[src/rtl/lpsc_pkg.sv]
package lpsc_pkg;

    localparam int unsigned ST_W = 3;

    typedef enum logic [ST_W-1:0] {
        ST_RESET = 3'd0,
        ST_READY = 3'd1,
        ST_M0    = 3'd2,
        ST_M1    = 3'd3,
        ST_M2    = 3'd4,
        ST_M3    = 3'd5
    } lps_state_e;

    // word addresses of the register port
    localparam int unsigned RA_STATUS = 0;
    localparam int unsigned RA_CTRL   = 1;
    localparam int unsigned RA_IDLE1  = 2;
    localparam int unsigned RA_IDLE2  = 3;

    // bit positions
    localparam int unsigned ERR_BIT  = 8;
    localparam int unsigned WAKE_BIT = 0;
    localparam int unsigned SUSP_BIT = 1;

endpackage

[src/rtl/lpsc_regs.sv]
module lpsc_regs
    import lpsc_pkg::*;
#(
    parameter int unsigned ADDR_W    = 4,
    parameter int unsigned DATA_W    = 32,
    parameter int unsigned IDLE_W    = 16,
    parameter int unsigned DEF_IDLE1 = 1000,
    parameter int unsigned DEF_IDLE2 = 4000
) (
    input  logic              clk,
    input  logic              rst_n,
    input  logic              wr_en,
    input  logic [ADDR_W-1:0] addr,
    input  logic [DATA_W-1:0] wdata,
    input  lps_state_e        state,
    output logic [DATA_W-1:0] rdata,
    output logic              req_wake,
    output logic              req_susp,
    output logic [IDLE_W-1:0] idle1_thr,
    output logic [IDLE_W-1:0] idle2_thr
);

    logic gated;
    logic wr_ok;
    logic sel_status, sel_ctrl, sel_idle1, sel_idle2;
    logic err_q;
    logic unused_wbits;

    assign gated      = (state == ST_RESET);
    assign wr_ok      = wr_en && !gated;
    assign sel_status = (addr == ADDR_W'(RA_STATUS));
    assign sel_ctrl   = (addr == ADDR_W'(RA_CTRL));
    assign sel_idle1  = (addr == ADDR_W'(RA_IDLE1));
    assign sel_idle2  = (addr == ADDR_W'(RA_IDLE2));
    assign unused_wbits = ^wdata;

    // control requests are decoded in the write cycle, no storage
    assign req_wake = wr_ok && sel_ctrl && wdata[WAKE_BIT];
    assign req_susp = wr_ok && sel_ctrl && wdata[SUSP_BIT] && !wdata[WAKE_BIT];

    always_ff @(posedge clk or negedge rst_n) begin
        if (!rst_n) begin
            idle1_thr <= IDLE_W'(DEF_IDLE1);
            idle2_thr <= IDLE_W'(DEF_IDLE2);
        end else if (wr_ok) begin
            if (sel_idle1) idle1_thr <= wdata[IDLE_W-1:0];
            if (sel_idle2) idle2_thr <= wdata[IDLE_W-1:0];
        end
    end

    always_ff @(posedge clk or negedge rst_n) begin
        if (!rst_n) begin
            err_q <= 1'b0;
        end else if (wr_en && gated) begin
            err_q <= 1'b1;
        end else if (wr_ok && sel_status && wdata[ERR_BIT]) begin
            err_q <= 1'b0;
        end
    end

    always_comb begin
        rdata = '0;
        if (!gated) begin
            if (sel_status) begin
                rdata[ST_W-1:0] = state;
                rdata[ERR_BIT]  = err_q;
            end else if (sel_idle1) begin
                rdata[IDLE_W-1:0] = idle1_thr;
            end else if (sel_idle2) begin
                rdata[IDLE_W-1:0] = idle2_thr;
            end
        end
    end

endmodule

[src/rtl/lpsc_idle_timer.sv]
module lpsc_idle_timer #(
    parameter int unsigned IDLE_W = 16
) (
    input  logic              clk,
    input  logic              rst_n,
    input  logic              act_i,
    input  logic              restart_i,
    input  logic              armed_i,
    input  logic [IDLE_W-1:0] thr_i,
    output logic              expire_o
);

    logic [IDLE_W-1:0] cnt_q;
    logic              sat;

    assign sat = (cnt_q == {IDLE_W{1'b1}});

    always_ff @(posedge clk or negedge rst_n) begin
        if (!rst_n) begin
            cnt_q <= '0;
        end else if (act_i || restart_i) begin
            cnt_q <= '0;
        end else if (!sat) begin
            cnt_q <= cnt_q + 1'b1;
        end
    end

    // zero threshold disables; >= tolerates a threshold lowered mid-count
    assign expire_o = armed_i && (thr_i != '0) && (cnt_q >= thr_i) && !act_i;

endmodule

[src/rtl/lpsc_fsm.sv]
module lpsc_fsm
    import lpsc_pkg::*;
#(
    parameter int unsigned RST_DLY = 16
) (
    input  logic       clk,
    input  logic       rst_n,
    input  logic       act_i,
    input  logic       req_wake_i,
    input  logic       req_susp_i,
    input  logic       expire_i,
    output lps_state_e state_o,
    output logic       chg_o,
    output logic       evt_valid_o,
    output lps_state_e evt_state_o
);

    localparam int unsigned RCNT_W = $clog2(RST_DLY + 1);

    lps_state_e        state_q, state_d;
    logic [RCNT_W-1:0] rcnt_q;
    logic              settle_done;

    assign settle_done = (rcnt_q == RCNT_W'(RST_DLY - 1));

    always_ff @(posedge clk or negedge rst_n) begin
        if (!rst_n) begin
            rcnt_q <= '0;
        end else if (state_q == ST_RESET && !settle_done) begin
            rcnt_q <= rcnt_q + 1'b1;
        end
    end

    // next state: wake > suspend > activity > timeout
    always_comb begin
        state_d = state_q;
        unique case (state_q)
            ST_RESET: if (settle_done) state_d = ST_READY;
            ST_READY: if (req_wake_i) state_d = ST_M0;
            ST_M0: begin
                if (req_susp_i)    state_d = ST_M3;
                else if (expire_i) state_d = ST_M1;
            end
            ST_M1: begin
                if (req_wake_i)      state_d = ST_M0;
                else if (req_susp_i) state_d = ST_M3;
                else if (act_i)      state_d = ST_M0;
                else if (expire_i)   state_d = ST_M2;
            end
            ST_M2: begin
                if (req_wake_i)      state_d = ST_M0;
                else if (req_susp_i) state_d = ST_M3;
                else if (act_i)      state_d = ST_M0;
            end
            ST_M3: if (req_wake_i) state_d = ST_M0;
            default: state_d = ST_RESET;
        endcase
    end

    assign chg_o = (state_d != state_q);

    // state register
    always_ff @(posedge clk or negedge rst_n) begin
        if (!rst_n) state_q <= ST_RESET;
        else        state_q <= state_d;
    end

    // event outputs
    always_ff @(posedge clk or negedge rst_n) begin
        if (!rst_n) begin
            evt_valid_o <= 1'b0;
            evt_state_o <= ST_RESET;
        end else begin
            evt_valid_o <= chg_o;
            if (chg_o) evt_state_o <= state_d;
        end
    end

    assign state_o = state_q;

endmodule

[src/rtl/lpsc_top.sv]
module lpsc_top
    import lpsc_pkg::*;
#(
    parameter int unsigned ADDR_W    = 4,
    parameter int unsigned DATA_W    = 32,
    parameter int unsigned IDLE_W    = 16,
    parameter int unsigned RST_DLY   = 16,
    parameter int unsigned DEF_IDLE1 = 1000,
    parameter int unsigned DEF_IDLE2 = 4000
) (
    input  logic              clk,
    input  logic              rst_n,
    input  logic              phy_act_i,
    input  logic              doorbell_i,
    input  logic              reg_wr_i,
    input  logic [ADDR_W-1:0] reg_addr_i,
    input  logic [DATA_W-1:0] reg_wdata_i,
    output logic [DATA_W-1:0] reg_rdata_o,
    output logic [2:0]        link_state_o,
    output logic              evt_valid_o,
    output logic [2:0]        evt_state_o
);

    lps_state_e        state, evt_state;
    logic              req_wake, req_susp, expire, chg, activity, armed;
    logic [IDLE_W-1:0] idle1_thr, idle2_thr, thr_sel;

    assign activity = phy_act_i || doorbell_i;
    assign armed    = (state == ST_M0) || (state == ST_M1);
    assign thr_sel  = (state == ST_M1) ? idle2_thr : idle1_thr;

    lpsc_regs #(
        .ADDR_W(ADDR_W), .DATA_W(DATA_W), .IDLE_W(IDLE_W),
        .DEF_IDLE1(DEF_IDLE1), .DEF_IDLE2(DEF_IDLE2)
    ) u_regs (
        .clk(clk), .rst_n(rst_n),
        .wr_en(reg_wr_i), .addr(reg_addr_i), .wdata(reg_wdata_i),
        .state(state), .rdata(reg_rdata_o),
        .req_wake(req_wake), .req_susp(req_susp),
        .idle1_thr(idle1_thr), .idle2_thr(idle2_thr)
    );

    lpsc_idle_timer #(.IDLE_W(IDLE_W)) u_timer (
        .clk(clk), .rst_n(rst_n),
        .act_i(activity), .restart_i(chg), .armed_i(armed),
        .thr_i(thr_sel), .expire_o(expire)
    );

    lpsc_fsm #(.RST_DLY(RST_DLY)) u_fsm (
        .clk(clk), .rst_n(rst_n),
        .act_i(activity), .req_wake_i(req_wake), .req_susp_i(req_susp),
        .expire_i(expire), .state_o(state), .chg_o(chg),
        .evt_valid_o(evt_valid_o), .evt_state_o(evt_state)
    );

    assign link_state_o = state;
    assign evt_state_o  = evt_state;

endmodule

[config.mk]
export PLATFORM = sky130hd
export DESIGN_NAME = lpsc_top
export DESIGN_NICKNAME = d
export VERILOG_FILES = /design/src/rtl/lpsc_pkg.sv /design/src/rtl/lpsc_regs.sv /design/src/rtl/lpsc_idle_timer.sv /design/src/rtl/lpsc_fsm.sv /design/src/rtl/lpsc_top.sv
export SDC_FILE = /design/constraint.sdc
export NUM_CORES = 1
export LEC_CHECK = 0
export BUFFER_PORTS_ARGS = -buffer_cell sky130_fd_sc_hd__buf_2
export CORE_MARGIN = 4
export CORE_UTILIZATION = 50
export CTS_CLUSTER_DIAMETER = 30
export DETAILED_ROUTE_END_ITERATION = 6
export PLACE_DENSITY = 0.82
export SYNTH_ARGS = -nofsm -noshare
export SYNTH_HDL_FRONTEND = slang
export SYNTH_SLANG_ARGS = --single-unit
[constraint.sdc]
create_clock -name clk -period 5.3 [get_ports clk]
set_clock_uncertainty 0.2 [all_clocks]
set_input_delay 1.06 -clock clk [delete_from_list [all_inputs] [get_ports clk]]
set_output_delay 1.06 -clock clk [all_outputs]
set_load 0.01 [all_outputs]
==> results.py, run 1 <==
metrics = {
    "outcome": {
        "outcome": "finished, final reports clean",
    },
    "global_route": {
        "grt_pass1_wl_um": 14000,
        "grtUsageTotal_pct": 19.8,
        "grt_max_degree": 62,
        "antenna_found_initial": 0,
        "gr-total-overflow": 0,
        "first_global_vias": 2876,
    },
    "placement": {
        "place_hpwl_um": 6240,
        "port_buffers": 47,
        "place_congestion": 0.839,
    },
    "worst_setup_path": {
        "cp-end-kind": "flop",
        "cp.required_ns": 5.37,
        "r2r_start": "u_fsm.state_o[1]",
        "startpoint_type": "flop",
        "crit_chain": "and2b_1, nand2_4, mux2_2, ha_1, nand2b_1, a2111o_1, o211ai_1, a31oi_2, o31ai_1, o2111ai_2, buf_4, nor2_1",
        "crit_arrival_ns": 4.15,
        "path_max_fanout": 17,
        "crit_family": "compound AO/OA/AOI/OAI gates",
        "crit_slowest_cell": "dfrtp_1",
        "cp_num_buf_inv": 1,
        "critPathKind": "reg -> reg",
        "crit_start": "u_fsm.state_o[1]",
        "reg2reg_slack_ns": 1.21,
        "cpPeakStageDelay_ns": 0.51,
    },
    "sta": {
        "hold_viol": 0,
        "fmax_ghz": 0.245,
        "fin_crit_ns": 4.09,
        "final-setup-viol-count": 0,
        "worstMarginPinSlew_ns": 0.875,
        "fin_crit_sh_pct": 77.1,
        "rsz0062_at_grt": "false",
        "tns_ns": 0,
        "relSlewSlack_pct": 41.5,
        "finalMaxSlewViolations": 0,
    },
    "layout": {
        "seqCellArea_um2": 1540,
        "drive_above_1_share_pct": 33.3,
        "nFillCells": 612,
        "fin_util_pct": 58.9,
        "syn2layout_area_growth_pct": 12.5,
        "multi_input_area_um2": 2190,
        "nets": 476,
        "num_antenna_cells": 0,
    },
    "logic_synthesis": {
        "netlist_top_cells_area": "dfrtp_1 32%, mux2_2 11%, dfstp_2 8.1%",
        "yosys.area.top_type": "dfrtp_1",
        "synth.avg_cell_area_um2": 10.5,
        "synth_cell_types": 63,
        "netlist_instances": 368,
        "synth.most_common_cell": "dfrtp_1",
        "ys.flop_type": "dfrtp_1",
        "yosys.area.top_type_share_pct": 31.6,
        "ys_warn_count": 0,
        "ys_seq_elements": 61,
        "yosysSeqAreaShare_pct": 39.8,
        "synth_edf_count": 0,
        "synthTopCellsByCount": "49 x dfrtp_1, 37 x mux2_2, 31 x nor2_1",
        "syn_area_um2": 3880,
        "ys_async_sr_fraction_pct": 100,
    },
    "drt": {
        "drtIter0Drc": 224,
        "vias": 2949,
        "routed_wl_um": 8520,
        "vias_per_cell": 5.67,
        "ant_nets": 0,
        "avgRoutedWirePerCell_um": 16.4,
        "dr.pass1.iters": 4,
        "drcViolationCount": 0,
    },
    "clock_network": {
        "cts_hold_buffers": 0,
        "postCtsSetupBuffers": 0,
        "clock_path_buffers": 2,
        "cts_root_buf": "clkbuf_8",
        "clk_latency_ns": 0.35,
        "cts_tree": "built",
        "clk_pin_slew_worst_paths_ns": 0.07,
        "cts-resized-gates": 0,
        "clock_sinks": 61,
        "cts.htree.levels": 3,
        "numCtsBuffers": 9,
    },
    "min_path": {
        "min_path_type": "reg -> reg",
        "hold_path.startpoint": "u_fsm.rcnt_q[2]",
    },
    "floorplanning": {
        "die_y_um": 96.0,
        "core_area_um2": 7410,
        "fp-row-count": 31,
        "start_util_pct": 52.3,
        "pin_count": 80,
        "die-area_um2": 9220,
        "die_w_um": 96.0,
    },
    "power_and_ir_drop": {
        "p_leak_nw": 2.03,
        "peakVddDrop_mv": 0.199,
        "power_density_nw_per_um2": 325,
    },
    "job": {
        "cap_violations": 0,
    },
}
## stage by stage
stage                     total power, mW  hold WS [ns]  instances  setup WS (ns)  cell area, um^2
after floorplan                     0.854         0.238        383           1.70             3930
after global placement              0.925         0.252        504           1.32             4140
after detailed placement            0.950         0.289        504           1.25             4140
after CTS                            1.42         0.302        520           1.22             4360
after global routing                 1.49         0.311        520          0.901             4360
final                                1.42         0.301        520           1.21             4360
## metal layers
metal	track usage, %	share of wire [%]
met1	25.1	45
met2	33.5	50
met3	3.91	3.8
met4	7.11	1.4
met5	0	0
## cell usage in the layout (no fill, tap or decap), drive strengths merged, types with 9 or more instances in the layout
cell type / synthesis / layout
dfrtp: 49 / 49
buf: 22 / 49
nor2: 42 / 42
mux2: 37 / 37
mux2i: 29 / 29
ha: 19 / 19
nand2: 17 / 17
conb: 1 / 16
nand3: 13 / 13
a21oi: 13 / 13
clkbuf: 5 / 13
dfstp: 12 / 12
nand4: 11 / 11
nor4: 10 / 10
o21ai: 9 / 9
## final cells by class
| cell class | count | area share, % |
|---|---|---|
| clock buffers | 13 | 3.64 |
| clock inverters | 3 | 1.55 |
| inverters | 7 | 0.602 |
| multi-input cells | 288 | 50.3 |
| flip-flops and latches | 61 | 35.3 |
| well taps | 99 | 2.84 |
| repair buffers | 49 | 5.74 |
## cell families after synthesis
kind of cell             count (synthesis)  synth area share (%)
AO/OA/AOI/OAI                           48                  9.72
XOR/XNOR                                13                  2.94
adder cells (fa/ha/maj)                 19                  6.13
buffers and inverters                   34                  5.10
flip-flops                              61                  39.8
multiplexers                            66                  18.2
AND/OR/NAND/NOR                        126                  18.0
other                                    1                0.0967
## worst register-to-register path: cells and delay by family, from the launching register on
family	cells	cell delay, ns
AO/OA/AOI/OAI	5	1.52
buffers and inverters	1	0.34
adder cells (fa/ha/maj)	1	0.26
flip-flops	1	0.51
AND/OR/NAND/NOR	4	0.80
multiplexers	1	0.40
## path summary, 6_finish.rpt
check	depth (start not counted)	endpoint
min in group asynchronous	2	u_regs.idle1_thr[14]
worst max-delay path	12	u_timer.cnt_q[10]
max in group asynchronous	2	u_timer.cnt_q[5]
worst min-delay path	1	u_fsm.rcnt_q[2]
worst min register to register	1	u_fsm.rcnt_q[2]
worst max register to register	12	u_timer.cnt_q[10]
## power breakdown
| group | total, mW | switching, mW | leakage [nW] | internal (mW) |
|---|---|---|---|---|
| clock network | 0.477 | 0.186 | 0.110 | 0.291 |
| registers | 0.666 | 0.0926 | 0.753 | 0.574 |
| logic | 0.275 | 0.131 | 1.17 | 0.145 |
## state kept, by name, indices dropped and copies added, names as in the netlist
signal and cells:
u_regs.idle1_thr 16, u_regs.idle2_thr 16, u_timer.cnt_q 16, u_fsm.rcnt_q 5
u_fsm.evt_state_o 3, u_fsm.state_o 3, u_fsm.evt_valid_o 1, u_regs.err_q 1
No activity file was read; power rests on OpenSTA's default activity.
==> run 2, diff against run 1 <==
- PLACE_DENSITY: 0.82 -> 0.85
- clock period: 5.3 -> 3.6 ns (I/O delays scaled with it)
==> results.py, run 2 (synthesis gave the netlist of run 1 again) <==
metrics = {
    "layout": {
        "nets": 486,
        "drive_above_1_share_pct": 35.0,
        "multi_input_area_um2": 2200,
        "reg_top3": "u_regs.idle1_thr (16), u_regs.idle2_thr (16), u_timer.cnt_q (16)",
        "nFillCells": 619,
        "seqCellArea_um2": 1540,
        "layout_commonest_cell": "dfrtp_1",
        "layout_common_cells": "49 x dfrtp_1, 47 x buf_2, 37 x mux2_2",
        "num_antenna_cells": 0,
        "syn2layout_area_growth_pct": 13.8,
        "fin_util_pct": 59.6,
    },
    "clock_network": {
        "clk_pin_slew_worst_paths_ns": 0.07,
        "cts_tree": "built",
        "clock_path_buffers": 2,
        "cts_hold_buffers": 0,
        "numCtsBuffers": 9,
        "cts_root_buf": "clkbuf_8",
        "cts.htree.levels": 3,
        "clk_latency_ns": 0.34,
        "clock_sinks": 61,
    },
    "drt": {
        "vias": 3058,
        "drcViolationCount": 0,
        "ant_nets": 0,
        "drtIter0Drc": 160,
        "vias_per_cell": 5.77,
        "routed_wl_um": 8840,
        "avgRoutedWirePerCell_um": 16.7,
        "dr.pass1.iters": 5,
    },
    "sta": {
        "fin_crit_ns": 3.48,
        "relSlewSlack_pct": 29.4,
        "rsz0062_at_grt": "true",
        "final-setup-viol-count": 0,
        "finalMaxSlewViolations": 0,
        "tns_ns": 0,
        "fmax_ghz": 0.287,
        "fin_crit_sh_pct": 96.8,
        "hold_viol": 0,
        "hold_slack_ns": 0.279,
        "worstMarginPinSlew_ns": 1.06,
    },
    "worst_setup_path": {
        "cp.required_ns": 3.67,
        "cp-end-kind": "flop",
        "crit_arrival_ns": 3.55,
        "startpoint_type": "flop",
        "path_max_fanout": 10,
        "critPathKind": "reg -> reg",
    },
    "power_and_ir_drop": {
        "netSwitchingPower_mw": 0.597,
        "power_density_nw_per_um2": 453,
        "comb_power_share_pct": 20.9,
        "p_leak_nw": 2.06,
        "power_frac_clock_pct": 30.1,
        "p_int_mw": 1.40,
        "swShare_pct": 29.9,
        "power_frac_seq_pct": 48.9,
        "peakVddDrop_mv": 0.359,
        "power_mw": 2.00,
    },
    "outcome": {
        "outcome": "finished, final reports clean",
    },
    "floorplanning": {
        "fp-row-count": 31,
        "die_y_um": 96.0,
        "die_w_um": 96.0,
        "pin_count": 80,
        "start_util_pct": 52.3,
        "core_area_um2": 7410,
        "die-area_um2": 9220,
    },
    "global_route": {
        "first_global_vias": 3110,
        "grt_pass1_wl_um": 14400,
        "gr-total-overflow": 0,
        "antenna_found_initial": 0,
        "grt_max_degree": 49,
        "grtUsageTotal_pct": 20.0,
    },
    "placement": {
        "place_congestion": 0.880,
        "place_hpwl_um": 6540,
        "port_buffers": 47,
    },
    "job": {
        "cap_violations": 0,
    },
    "min_path": {
        "min_path_type": "reg -> reg",
    },
}
[run 2: cell count changes in the layout (fill, tap and decap cells not counted), sizes merged]
| cell | previous run | this run |
|---|---|---|
| buf | 49 | 59 |
| clkinv | 0 | 2 |
| bufinv | 2 | 1 |
| clkbuf | 13 | 12 |
[run 2: through the flow]
step	setup slack (ns)	area [um^2]	cells
6_report	0.117	4410	530
5_1_grt	-0.0148	4410	530
3_3_place_gp	0.146	4200	513
3_5_place_dp	0.0857	4200	513
2_1_floorplan	0.245	3930	383
4_1_cts	0.0158	4400	529
[run 2: what timing repair did]
| action | 4_1_cts | 5_1_grt |
|---|---|---|
| gates resized for setup | 0 | 2 |
| buffers inserted | 0 | 1 |
| setup endpoints to repair | 0 | 15 |
[run 2: worst paths after layout]
kind	startpoint	endpoint	slack, ns	cells after the start
hold reg to reg	u_fsm.rcnt_q[3]	u_fsm.rcnt_q[3]	0.28	1
min in group asynchronous	rst_n	u_regs.idle1_thr[11]	0.36	1
setup reg to reg	u_fsm.state_o[1]	u_timer.cnt_q[5]	0.12	12
max in group asynchronous	rst_n	u_regs.idle1_thr[3]	1.98	2
setup / recovery	u_fsm.state_o[1]	u_timer.cnt_q[5]	0.12	12
hold / removal	u_fsm.rcnt_q[3]	u_fsm.rcnt_q[3]	0.28	1
[run 2: final cells by class]
| type | count | area share (%) |
|---|---|---|
| inverter | 7 | 0.596 |
| sequential | 61 | 34.9 |
| timing repair buffer | 59 | 7.46 |
| clock inverter | 4 | 1.08 |
| clock buffer | 12 | 3.29 |
| tap | 99 | 2.81 |
| multi-input combinational | 288 | 49.8 |
[run 2: power groups by stage]
| stage | clock (mW) | sequential, mW | combinational [mW] |
|---|---|---|---|
| floorplan | 0 | 0.949 | 0.309 |
| global placement | 0 | 0.972 | 0.394 |
| detailed placement | 0 | 0.984 | 0.417 |
| CTS | 0.610 | 0.974 | 0.421 |
| global route | 0.644 | 0.996 | 0.469 |
| finish | 0.602 | 0.977 | 0.418 |
[run 2: critical path: stages (launching register included)]
cell and delay, ns:
dfrtp_1 0.37, and2b_1 0.22, nand2_4 0.20, mux2_2 0.37
ha_1 0.27, nand2b_1 0.14, a2111o_1 0.40, o211ai_1 0.10
a31oi_2 0.20, o31ai_2 0.29, o2111ai_2 0.28, buf_4 0.26
nor2_2 0.09
[run 2: metal layers]
metal / vias up / GRT usage (%) / part of all wire [%]
met4: 0 / 10.9 / 2.1
met1: 1506 / 25.2 / 43
met5: - / 0 / 0
li1: 1438 / - / -
met3: 15 / 2.19 / 3.9
met2: 99 / 33.5 / 51
==> run 3, diff against run 2 <==
- SETUP_SLACK_MARGIN: default -> 0.3
==> results.py, run 3 (synthesis gave the netlist of run 1 again) <==
metrics = {
    "clock_network": {
        "cts_tree": "built",
        "cts_hold_buffers": 0,
        "numCtsBuffers": 9,
        "cts_root_buf": "clkbuf_8",
        "clk_pin_slew_worst_paths_ns": 0.08,
        "cts.htree.levels": 3,
        "clock_sinks": 61,
        "clk_latency_ns": 0.34,
        "clock_path_buffers": 2,
    },
    "global_route": {
        "use_met3_pct": 3.05,
        "antenna_found_initial": 0,
        "first_global_vias": 3119,
        "met1_usage_pct": 27.2,
        "grt_pass1_wl_um": 15000,
        "busiest_layer": "met2",
        "grtUsageTotal_pct": 21.0,
        "grt_max_degree": 34,
        "grt.met2_usage_pct": 35.1,
        "gr-total-overflow": 0,
    },
    "floorplanning": {
        "start_util_pct": 52.3,
        "pin_count": 80,
        "core_area_um2": 7410,
        "die_y_um": 96.0,
        "die-area_um2": 9220,
        "fp-row-count": 31,
        "die_w_um": 96.0,
    },
    "worst_setup_path": {
        "startpoint_type": "flop",
        "critPathKind": "reg -> reg",
        "cp.required_ns": 3.67,
        "cp-end-kind": "flop",
        "reg2reg_depth": 13,
        "path_max_fanout": 8,
        "crit_arrival_ns": 3.50,
    },
    "sta": {
        "hold_viol": 0,
        "fmax_ghz": 0.291,
        "setup_slack_ns": 0.164,
        "final-setup-viol-count": 0,
        "tns_ns": 0,
        "rsz0062_at_grt": "true",
        "worstMarginPinSlew_ns": 0.848,
        "fin_crit_sh_pct": 95.4,
        "relSlewSlack_pct": 43.3,
        "finalMaxSlewViolations": 0,
        "fin_crit_ns": 3.44,
    },
    "layout": {
        "seqCellArea_um2": 1540,
        "reg_top3": "u_regs.idle1_thr (16), u_regs.idle2_thr (16), u_timer.cnt_q (16)",
        "syn2layout_area_growth_pct": 19.3,
        "layout_common_cells": "47 x buf_2, 47 x dfrtp_1, 34 x mux2_2",
        "nFillCells": 569,
        "num_antenna_cells": 0,
        "drive_above_1_share_pct": 39.4,
        "multi_input_area_um2": 2340,
        "fin_util_pct": 62.4,
        "nets": 494,
    },
    "drt": {
        "vias": 3144,
        "avgRoutedWirePerCell_um": 17.4,
        "dr.pass1.iters": 5,
        "drcViolationCount": 0,
        "ant_nets": 0,
        "drtIter0Drc": 271,
        "routed_wl_um": 9360,
        "vias_per_cell": 5.84,
    },
    "outcome": {
        "outcome": "finished, final reports clean",
    },
    "power_and_ir_drop": {
        "power_density_nw_per_um2": 436,
        "p_leak_nw": 2.13,
        "peakVddDrop_mv": 0.345,
    },
    "min_path": {
        "min_path_type": "in -> async",
    },
    "job": {
        "cap_violations": 0,
    },
    "placement": {
        "port_buffers": 47,
        "place_congestion": 0.893,
        "place_ws_ns": 0.0166,
        "place_hpwl_um": 6570,
    },
}
run 3: changes by cell type in the layout (fill, tap and decap cells not counted), sizes merged:
cell,before,now
buf,59,67
clkbuf,12,11
clkinv,2,3
run 3: metrics by stage:
step | cells | cell area [um^2] | total power [mW] | hold WS (ns)
floorplan | 383 | 3940 | 1.26 | 0.224
global placement | 512 | 4200 | 1.36 | 0.256
detailed placement | 512 | 4200 | 1.40 | 0.264
CTS | 536 | 4520 | 2.00 | 0.272
global route | 538 | 4620 | 2.12 | 0.285
finish | 538 | 4620 | 2.02 | 0.247
run 3: layout make-up:
cell class | count | area share (%)
Timing Repair Buffer | 67 | 8.82
Multi-Input combinational cell | 288 | 50.6
Clock buffer | 11 | 2.84
Clock inverter | 5 | 1.14
Sequential cell | 61 | 33.4
Inverter | 7 | 0.568
Tap cell | 99 | 2.68
run 3: worst paths after layout:
kind	start	to	slack (ns)
max reg2reg	u_fsm.state_o[2]	u_timer.cnt_q[0]	0.16
min	rst_n	u_regs.idle1_thr[11]	0.25
max in group asynchronous	rst_n	u_regs.idle2_thr[7]	2.07
min reg2reg	u_fsm.rcnt_q[3]	u_fsm.rcnt_q[3]	0.27
min in group clk	u_fsm.rcnt_q[3]	u_fsm.rcnt_q[3]	0.27
max	u_fsm.state_o[2]	u_timer.cnt_q[0]	0.16
run 3: worst max-delay path, cell delays in order, from the launching register on:
cell	delay, ns
dfrtp_2	0.41
and2b_2	0.27
nand2_4	0.12
buf_4	0.17
mux2_4	0.30
ha_4	0.21
nand2b_4	0.13
a2111o_1	0.38
o211ai_1	0.15
a31oi_4	0.22
o31ai_4	0.27
o2111ai_4	0.21
buf_6	0.24
nor2_2	0.09
run 3: repair_timing:
| action | 4_1_cts | 5_1_grt |
|---|---|---|
| buffers inserted | 8 | 2 |
| pin swaps | 21 | 12 |
| resized for setup | 16 | 15 |
| endpoints found under the setup margin | 18 | 19 |
| endpoints found under the hold margin | 0 | 0 |
run 3: per-layer routing:
metal  vias to the layer above  wire length [um]
met1                      1546              4010
met3                        27               416
met5                         -                 0
met4                         0               265
met2                       119              4670
li1                       1452                 -
run 3: where the power goes:
part	leakage (nW)	total (mW)	internal, mW	switching (mW)
clock	0.0931	0.588	0.317	0.271
combinational	1.28	0.449	0.236	0.213
sequential	0.751	0.981	0.845	0.136
